## config.mk

```make
export PLATFORM = sky130hd
export DESIGN_NAME = lane_struct_expander
export DESIGN_NICKNAME = d
export VERILOG_FILES = /design/src/rtl/lane_struct_expander.sv
export SDC_FILE = /design/constraint.sdc
export NUM_CORES = 1
export LEC_CHECK = 0
export BUFFER_PORTS_ARGS = -buffer_cell sky130_fd_sc_hd__buf_4
export CAP_MARGIN = 10
export CORE_UTILIZATION = 50
export CTS_CLUSTER_SIZE = 40
export DETAILED_ROUTE_END_ITERATION = 12
export MAX_ROUTING_LAYER = met4
export PLACE_DENSITY = 0.84
export SYNTH_ARGS = -nofsm -noshare
export SYNTH_HDL_FRONTEND = slang
export SYNTH_SLANG_ARGS = --single-unit
```

## constraint.sdc

```tcl
create_clock -name clk -period 3.55 [get_ports clk]
set_input_delay 0.5325 -clock clk [delete_from_list [all_inputs] [get_ports clk]]
set_output_delay 0.5325 -clock clk [all_outputs]
set_load 0.01 [all_outputs]
```

## src/rtl/lane_struct_expander.sv

```systemverilog
module lane_struct_expander #(
  parameter int GREG_W     = 4,
  parameter int VREG_W     = 5,
  parameter int ALIGN_W    = 2,
  parameter int NO_WB_REG  = 15,
  parameter int IMM_WB_REG = 13
) (
  input  logic               clk,
  input  logic               rst_n,
  input  logic               req_valid,
  output logic               req_ready,
  input  logic               req_store,
  input  logic               req_all,
  input  logic [2:0]         req_elems,
  input  logic [2:0]         req_regs,
  input  logic [1:0]         req_size,
  input  logic [2:0]         req_lane,
  input  logic [ALIGN_W-1:0] req_align,
  input  logic [GREG_W-1:0]  req_base,
  input  logic [GREG_W-1:0]  req_ofs,
  input  logic [VREG_W-1:0]  req_vd,
  input  logic [1:0]         req_stride,
  output logic               err,
  output logic               uop_valid,
  input  logic               uop_ready,
  output logic [2:0]         uop_kind,
  output logic [4:0]         uop_bytes,
  output logic [1:0]         uop_esize,
  output logic [2:0]         uop_lane,
  output logic [ALIGN_W-1:0] uop_align,
  output logic [GREG_W-1:0]  uop_base,
  output logic [GREG_W-1:0]  uop_ofs,
  output logic [4:0]         uop_imm,
  output logic [VREG_W:0]    uop_vslot,
  output logic [2:0]         uop_vstep,
  output logic [2:0]         uop_tmp_slots,
  output logic [3:0]         uop_reg_slots,
  output logic               uop_delay,
  output logic               uop_last
);
  localparam logic [2:0] K_LD = 3'd0, K_ST = 3'd1, K_ADDR = 3'd2, K_ADDI = 3'd3,
                         K_UNPK = 3'd4, K_UNPK_ALL = 3'd5, K_PACK = 3'd6;
  localparam logic [GREG_W-1:0] NO_WB  = GREG_W'(NO_WB_REG);
  localparam logic [GREG_W-1:0] IMM_WB = GREG_W'(IMM_WB_REG);

  logic               busy, st_q, all_q;
  logic [2:0]         elems_q, regs_q, lane_q, idx_q;
  logic [1:0]         size_q, stride_q;
  logic [ALIGN_W-1:0] align_q;
  logic [GREG_W-1:0]  base_q, ofs_q;
  logic [VREG_W-1:0]  vd_q;

  logic shape_ok, lane_ok, legal;
  always_comb begin
    case (req_elems)
      3'd1:    shape_ok = (req_regs == 3'd1) || (req_all && req_regs == 3'd2);
      3'd2:    shape_ok = (req_regs == 3'd2);
      3'd3:    shape_ok = (req_regs == 3'd3);
      3'd4:    shape_ok = (req_regs == 3'd4);
      default: shape_ok = 1'b0;
    endcase
  end
  assign lane_ok = req_all || ({1'b0, req_lane} < (4'd8 >> req_size));
  assign legal   = shape_ok && lane_ok && (req_size != 2'd3) && !(req_store && req_all);

  logic [4:0] xfer;
  logic       wb;
  logic [2:0] n_pk, total, k;
  logic       last;
  logic [2:0] kind;
  assign xfer  = 5'({2'b00, elems_q} << size_q);
  assign wb    = (ofs_q != NO_WB);
  assign n_pk  = (elems_q == 3'd1) ? regs_q : 3'd1;
  assign total = 3'd1 + {2'b00, wb} + n_pk;
  assign last  = (idx_q == total - 3'd1);

  always_comb begin
    k = 3'd0;
    if (!st_q) begin
      if (idx_q == 3'd0)             kind = K_LD;
      else if (wb && idx_q == 3'd1)  kind = (ofs_q == IMM_WB) ? K_ADDI : K_ADDR;
      else begin
        kind = all_q ? K_UNPK_ALL : K_UNPK;
        k    = idx_q - 3'd1 - {2'b00, wb};
      end
    end else begin
      if (idx_q < n_pk) begin
        kind = K_PACK;
        k    = idx_q;
      end
      else if (idx_q == n_pk) kind = K_ST;
      else                    kind = (ofs_q == IMM_WB) ? K_ADDI : K_ADDR;
    end
  end

  logic is_mem, is_pk;
  logic [VREG_W-1:0] vsum;
  assign is_mem = (kind == K_LD) || (kind == K_ST);
  assign is_pk  = (kind == K_UNPK) || (kind == K_UNPK_ALL) || (kind == K_PACK);
  assign vsum   = vd_q + VREG_W'(k);

  assign req_ready     = !busy;
  assign uop_valid     = busy;
  assign uop_kind      = kind;
  assign uop_bytes     = is_mem ? xfer : 5'd0;
  assign uop_imm       = (kind == K_ADDI) ? xfer : 5'd0;
  assign uop_esize     = size_q;
  assign uop_align     = align_q;
  assign uop_base      = base_q;
  assign uop_ofs       = ofs_q;
  assign uop_lane      = (kind == K_UNPK || kind == K_PACK) ? lane_q : 3'd0;
  assign uop_vslot     = is_pk ? {vsum, 1'b0} : '0;
  assign uop_vstep     = is_pk ? {stride_q, 1'b0} : 3'd0;
  assign uop_tmp_slots = !is_pk ? 3'd0 : (size_q == 2'd2 && elems_q >= 3'd3) ? 3'd4 : 3'd2;
  assign uop_reg_slots = is_pk ? {elems_q, 1'b0} : 4'd0;
  assign uop_last      = last;
  assign uop_delay     = !last;

  always_ff @(posedge clk) begin
    if (!rst_n) begin
      busy <= 1'b0; err <= 1'b0; idx_q <= '0;
      st_q <= 1'b0; all_q <= 1'b0; elems_q <= '0; regs_q <= '0; lane_q <= '0;
      size_q <= '0; stride_q <= '0; align_q <= '0; base_q <= '0; ofs_q <= '0; vd_q <= '0;
    end else begin
      err <= 1'b0;
      if (req_valid && !busy) begin
        if (legal) begin
          busy <= 1'b1; idx_q <= '0;
          st_q <= req_store; all_q <= req_all; elems_q <= req_elems; regs_q <= req_regs;
          lane_q <= req_lane; size_q <= req_size; stride_q <= req_stride;
          align_q <= req_align; base_q <= req_base; ofs_q <= req_ofs; vd_q <= req_vd;
        end else begin
          err <= 1'b1;
        end
      end else if (busy && uop_ready) begin
        if (last) busy <= 1'b0;
        else      idx_q <= idx_q + 3'd1;
      end
    end
  end
endmodule

```

==> results of run 1 <==
[sequential cells by signal, indices dropped and copies added, names as in the netlist, 2 cells and up]
| register | flops |
|---|---|
| elems_q | 3 |
| regs_q | 3 |
| idx_q | 3 |
| vd_q | 5 |
| uop_base | 4 |
| uop_align | 2 |
| stride_q | 2 |
| uop_ofs | 4 |
| lane_q | 3 |
| uop_esize | 2 |
[cell families (layout without fill, tap and decap cells)]
logic type      Yosys count  count (layout)  share of synthesized area, %
compound gates           32              32                          9.44
xor+xnor                  9               9                          3.40
fa+ha+maj                17              17                          9.49
buf+inv                  37             109                          7.66
flops                    35              35                          30.2
mux                      31              31                          13.5
other cells               1               4                         0.162
simple gates            127             127                          26.2
[cell type report]
class / instances / area share, %
multi-input cells: 220 / 49.3
clock buffers: 5 / 2.25
flip-flops and latches: 35 / 23.3
clock inverters: 3 / 0.777
repair buffers: 80 / 19.6
inverters: 21 / 2.58
well taps: 52 / 2.13
[worst max path at each step]
stage | to | slack [ps] | cells past startpoint
finish | uop_vslot[5] | 150 | 14
global route | uop_vslot[5] | -10 | 14
CTS | uop_vslot[4] | 10 | 14
detailed placement | uop_vslot[4] | 130 | 14
global placement | uop_vslot[5] | 320 | 14
floorplan | uop_vslot[5] | 510 | 13
[metal layers]
metal  vias up  global-route usage [%]
li1       1116                       -
met1      1026                    28.9
met2        63                    39.0
met3         6                    4.33
met4         0                    7.56
met5         -                       -
[Yosys cell counts (all sizes together), types with 7 or more instances]
master  number
clkbuf       7
a21oi       11
mux2i       29
dfxtp       35
nor3         9
buf          9
inv         21
and2        10
ha          16
nor2        16
nand2       64
[critical path, delay by kind of cell, from the launching register on]
kind | cells | cell delay, ps
flip-flops | 1 | 380
XOR/XNOR | 1 | 130
adder cells (fa/ha/maj) | 3 | 870
AND/OR/NAND/NOR | 6 | 730
AO/OA/AOI/OAI | 3 | 320
buffers and inverters | 1 | 140
[power breakdown]
group,internal [W],total (W),leakage (nW),switching (W)
clock,0.000140,0.000302,0.0408,0.000162
combinational,0.0000488,0.000101,1.05,0.0000519
sequential,0.000396,0.000400,0.286,0.00000453
total,0.000585,0.000803,1.37,0.000218
[through the flow]
| stage | TNS [ps] | worst slack [ps] | hold WS (ps) | total power [W] | instance area, sq um |
|---|---|---|---|---|---|
| after global routing | -12.5 | -12.5 | 478 | 0.000831 | 3060 |
| after global placement | 0 | 325 | 438 | 0.000508 | 2890 |
| after CTS | 0 | 9.75 | 459 | 0.000810 | 3000 |
| after detailed placement | 0 | 131 | 445 | 0.000510 | 2890 |
| after floorplan | 0 | 506 | 430 | 0.000466 | 2330 |
| final | 0 | 147 | 457 | 0.000803 | 3060 |
[timing repair]
| action | 4_1_cts | 5_1_grt |
|---|---|---|
| pin swaps | 1 | 3 |
| endpoints found under the setup margin | 3 | 20 |
| buffers inserted | 1 | 0 |
| resized for setup | 3 | 17 |
==> flow_metrics.env, run 1 <==
export IMPL_finalMaxSlewViolations=0
export IMPL_hold_end="stride_q[1]$_SDFFE_PN0P_"
export IMPL_worstSetupStartpointType="flip-flop"
export IMPL_cts_htree_levels=2
export IMPL_critPathKind="flip-flop to primary output"
export IMPL_die_area_sq_um=4920
export IMPL_overflow=0
export IMPL_cp_slowest_cell="fa_1"
export IMPL_dr_wl_met2_um=2730
export IMPL_syn_instance_count=289
export IMPL_met3_length_um=252
export IMPL_grt_max_degree=60
export IMPL_synth_edf_count=0
export IMPL_critPathCaptureType="primary output"
export IMPL_hold_depth=2
export IMPL_final_cells=416
export IMPL_max_clock_path_buffers=2
export IMPL_pin_count=83
export IMPL_die_h_um=70.1
export IMPL_antenna_cells=0
export IMPL_synthDistinctLibCells=44
export IMPL_fillers=358
export IMPL_r2r_end="uop_valid$_SDFFE_PN0P_"
export IMPL_worstMarginPinSlew_ps=621
export IMPL_ys_flop_type="dfxtp_1"
export IMPL_p_leak_nw=1.37
export IMPL_cts_root_buf="clkbuf_8"
export IMPL_worstPathRequired_ps=3020
export IMPL_fp_row_count=24
export IMPL_final_common_cell="buf_4"
export IMPL_yosys_area_top_type_share_pct=30.2
export IMPL_route_detailed_drc=0
export IMPL_regArea_sq_um=712
export IMPL_power_per_cell_area_nw_per_um2=263
export IMPL_antenna_found_initial=0
export IMPL_cts_sinks=35
export IMPL_reg2reg_depth=8
export IMPL_numCtsBuffers=5
export IMPL_via_per_inst=5.31
export IMPL_grt_pass1_wl_um=9160
export IMPL_dr_pass1_iters=6
export IMPL_die_x_um=70.1
export IMPL_multi_input_area_sq_um=1510
export IMPL_worstReg2RegStart="uop_ofs[3]$_SDFFE_PN0P_"
export IMPL_place_hpwl_um=4070
export IMPL_worstHoldStart="stride_q[1]$_SDFFE_PN0P_"
export IMPL_yosys_area_top_type="dfxtp_1"
export IMPL_drive_gt1_share_pct=30.8
export IMPL_final_hold_viol_count=0
export IMPL_top_layer="met4"
export IMPL_gp_congestion=0.844
export IMPL_cts_tree="yes"
export IMPL_max_slew_margin_rel_pct=58.6
export IMPL_synthToLayoutAreaGrowth_pct=31.8
export IMPL_yosys_warnings=0
export IMPL_initialDrtViolationCount=75
export IMPL_ys_async_sr_fraction_pct=0
export IMPL_grt_pass1_vias=2076
export IMPL_max_stage_delay_ps=390
export IMPL_place_inst=407
export IMPL_hp_class="flip-flop to flip-flop"
export IMPL_wl_per_cell_um=13.3
export IMPL_synthesis_area_sq_um=2320
export IMPL_synthTopCellsByArea="dfxtp_1 (30%), mux2i_1 (13%), nand2_1 (10%), ha_1 (8.6%), inv_1 (3.2%)"
export IMPL_worst_ir_drop_vdd_mv=0.290
export IMPL_io_buffers=78
export IMPL_ys_seq_elements=35
export IMPL_clock_latency_ps=300
export IMPL_layout_min_cycle_time_ps=3400
export IMPL_rrSetupSlack_ps=1410
export IMPL_period_share_pct=95.9
export IMPL_layout_nets=414
export IMPL_final_core_util_pct=69.3
export IMPL_cp_arrival_ps=2870
export IMPL_ys_seq_area_share_pct=30.2
export IMPL_start_util_pct=52.6
export IMPL_path_cells="nor3b_4 > nand2_1 > ha_4 > nor2b_2 > o21ai_2 > nand3_2 > o22ai_2 > ha_2 > fa_1 > a21oi_1 > nor2b_1 > xnor2_1 > nor2_1 > buf_4"
export IMPL_cts_clk_slew_worst_paths_ps=80
export IMPL_fmax_ghz=0.294
export IMPL_critical_path_peak_fanout=7
export IMPL_ant_nets=0
export IMPL_maxCapViolations=0
export IMPL_postCtsHoldBufs=0
export IMPL_routed_wl_um=5530
export IMPL_mostFrequentLayoutCells="buf_4 (80), nand2_1 (64), dfxtp_1 (30)"
export IMPL_drt_met1_wl_um=2480
export IMPL_startpoint="elems_q[2]$_SDFFE_PN0P_"
export IMPL_dr_total_vias=2211
export IMPL_grt_usage_pct=23.5
export IMPL_skew_ps=11.7
export IMPL_design_core_area_sq_um=4410
export IMPL_outcome="finished clean"
export IMPL_syn_avg_cell_area_sq_um=8.03
export IMPL_setup_violations=0
Power figures use the tool's default switching activity.
==> run 2: changes to the inputs <==
- ABC_AREA: unset -> 1
- RECOVER_POWER: unset -> 50
==> flow_metrics.env, run 2 <==
export IMPL_synth_most_common_cell="nand2_1"
export IMPL_synthDistinctLibCells=31
export IMPL_die_area_sq_um=4930
export IMPL_ys_async_sr_fraction_pct=0
export IMPL_cp_arrival_ps=2890
export IMPL_synth_top_family_by_area="simple AND/OR/NAND/NOR gates"
export IMPL_cts_root_buf="clkbuf_8"
export IMPL_ys_seq_area_share_pct=30.1
export IMPL_p_leak_nw=1.32
export IMPL_grt_max_degree=34
export IMPL_syn_instance_count=352
export IMPL_cts_sinks=35
export IMPL_synthAdderAreaFrac_pct=9.46
export IMPL_pin_count=83
export IMPL_place_hpwl_um=4180
export IMPL_yosys_area_top_type_share_pct=30.1
export IMPL_layout_nets=482
export IMPL_die_h_um=70.2
export IMPL_cts_clk_slew_worst_paths_ps=80
export IMPL_fp_row_count=24
export IMPL_route_detailed_drc=0
export IMPL_io_buffers=78
export IMPL_largest_register_ffs=5
export IMPL_final_hold_viol_count=0
export IMPL_place_area_sq_um=2900
export IMPL_maxCapViolations=0
export IMPL_synthTopCellsByArea="dfxtp_1 (30%), nand2_1 (16%), ha_1 (8.6%), inv_1 (8.1%), nor2_1 (6.1%)"
export IMPL_via_per_inst=5.00
export IMPL_fillers=417
export IMPL_setup_violations=0
export IMPL_layout_min_cycle_time_ps=3430
export IMPL_critical_path_peak_fanout=8
export IMPL_cts_tree="yes"
export IMPL_yosys_warnings=0
export IMPL_synth_edf_count=0
export IMPL_skew_ps=9.43
export IMPL_top_register="vd_q"
export IMPL_gp_congestion=0.938
export IMPL_max_clock_path_buffers=2
export IMPL_design_area_sq_um=3010
export IMPL_yosys_area_top_type="dfxtp_1"
export IMPL_ys_flop_type="dfxtp_1"
export IMPL_initialDrtViolationCount=143
export IMPL_max_slew_margin_rel_pct=24.0
export IMPL_final_common_cell="nand2_1"
export IMPL_synthSimpleGateAreaFrac_pct=33.3
export IMPL_cts_htree_levels=2
export IMPL_synthToLayoutAreaGrowth_pct=29.2
export IMPL_die_x_um=70.2
export IMPL_worst_ir_drop_vdd_mv=0.200
export IMPL_worstPathRequired_ps=3020
export IMPL_dr_total_vias=2420
export IMPL_outcome="finished clean"
export IMPL_power_w=0.000788
export IMPL_worstSetupStartpointType="flip-flop"
export IMPL_finalMaxSlewViolations=0
export IMPL_start_util_pct=52.7
export IMPL_fmax_ghz=0.292
export IMPL_ys_seq_elements=35
export IMPL_netlist_top_cells_count="nand2_1 (99), inv_1 (50), nor2_1 (38)"
export IMPL_ant_nets=0
export IMPL_numCtsBuffers=5
export IMPL_wl_per_cell_um=11.5
export IMPL_critPathKind="flip-flop to primary output"
export IMPL_syn_avg_cell_area_sq_um=6.62
export IMPL_synth_mux_area_fraction_pct=0
export IMPL_antenna_found_initial=0
export IMPL_multi_input_area_sq_um=1390
export IMPL_period_share_pct=96.5
export IMPL_critPathCaptureType="primary output"
export IMPL_postCtsHoldBufs=0
export IMPL_grt_usage_pct=22.6
export IMPL_dr_pass1_iters=4
export IMPL_grt_pass1_vias=2094
export IMPL_reg2reg_depth=7
export IMPL_worstMarginPinSlew_ps=1140
export IMPL_hp_class="flip-flop to flip-flop"
export IMPL_power_per_cell_area_nw_per_um2=262
export IMPL_synth_xor_area_share_pct=2.26
export IMPL_regArea_sq_um=704
export IMPL_clock_latency_ps=290
export IMPL_rrSetupSlack_ps=1200
export IMPL_synth_compound_area_share_pct=12.1
export IMPL_design_core_area_sq_um=4410
export IMPL_hold_depth=2
export IMPL_routed_wl_um=5550
export IMPL_grt_pass1_wl_um=8800
export IMPL_overflow=0
export IMPL_synthesis_area_sq_um=2330
export IMPL_mostFrequentLayoutCells="nand2_1 (99), buf_4 (67), inv_1 (47)"
export IMPL_drive_gt1_share_pct=25.7
export IMPL_antenna_cells=0
## run 2: cell type report
| cell class | count | area share [%] |
|---|---|---|
| clock buffers | 5 | 2.29 |
| multi-input cells | 254 | 46.1 |
| clock inverters | 3 | 0.790 |
| inverters | 51 | 6.36 |
| flip-flops and latches | 35 | 23.4 |
| well taps | 52 | 2.16 |
| repair buffers | 84 | 18.8 |
## run 2: cell families after synthesis
family,count (synthesis)
XOR/XNOR,6
AO/OA/AOI/OAI,50
flip-flops,35
AND/OR/NAND/NOR,177
buffers and inverters,66
adder cells (fa/ha/maj),17
other,1
## run 2: through the flow
| step | setup slack [ps] | utilization, % | hold WS, ps | setup TNS (ps) | cells |
|---|---|---|---|---|---|
| after global placement | 369 | 65.8 | 452 | 0 | 472 |
| after detailed placement | 254 | 65.8 | 456 | 0 | 472 |
| final | 124 | 68.1 | 465 | 0 | 484 |
| after global routing | -22.9 | 68.1 | 484 | -22.9 | 484 |
| after floorplan | 643 | - | 444 | 0 | 355 |
| after CTS | 8.72 | 68.0 | 468 | 0 | 480 |
## run 2: worst paths after layout
| kind | endpoint | from |
|---|---|---|
| worst max-delay path | uop_vslot[5] | elems_q[0]$_SDFFE_PN0P_ |
| worst min-delay path | stride_q[0]$_SDFFE_PN0P_ | stride_q[0]$_SDFFE_PN0P_ |
| worst max register to register | vd_q[3]$_SDFFE_PN0P_ | uop_valid$_SDFFE_PN0P_ |
| worst min register to register | stride_q[0]$_SDFFE_PN0P_ | stride_q[0]$_SDFFE_PN0P_ |
## run 2: repair_timing
action,in CTS,in global routing
resized for setup,2,15
endpoints found under the setup margin,1,7
setup buffers,0,4
pin swaps,1,8
## run 2: where the power goes
| group | internal, W | leakage (nW) | switching [W] |
|---|---|---|---|
| combinational | 0.0000416 | 0.991 | 0.0000524 |
| clock | 0.000140 | 0.0408 | 0.000153 |
| sequential | 0.000398 | 0.284 | 0.00000377 |
## run 2: metal layers
| metal | up-vias | routed length, um | global-route usage [%] | part of all wire, % |
|---|---|---|---|---|
| met4 | 0 | 109 | 7.56 | 2.0 |
| li1 | 1256 | - | - | - |
| met1 | 1088 | 2450 | 26.5 | 44 |
| met3 | 10 | 249 | 3.90 | 4.5 |
| met2 | 66 | 2740 | 38.9 | 49 |
| met5 | - | 0 | - | 0 |
## run 2: worst max-delay path, stage by stage, from the launching register on
cell and delay, ps:
dfxtp_2 400, nand4_1 150, ha_1 340, nand2_1 90, nor2_1 50, a211oi_2 240
nand2_2 120, o22ai_2 130, ha_2 220, fa_2 230, nand2_1 70, a21oi_2 180
xor2_1 150, nor2_1 60, buf_4 160
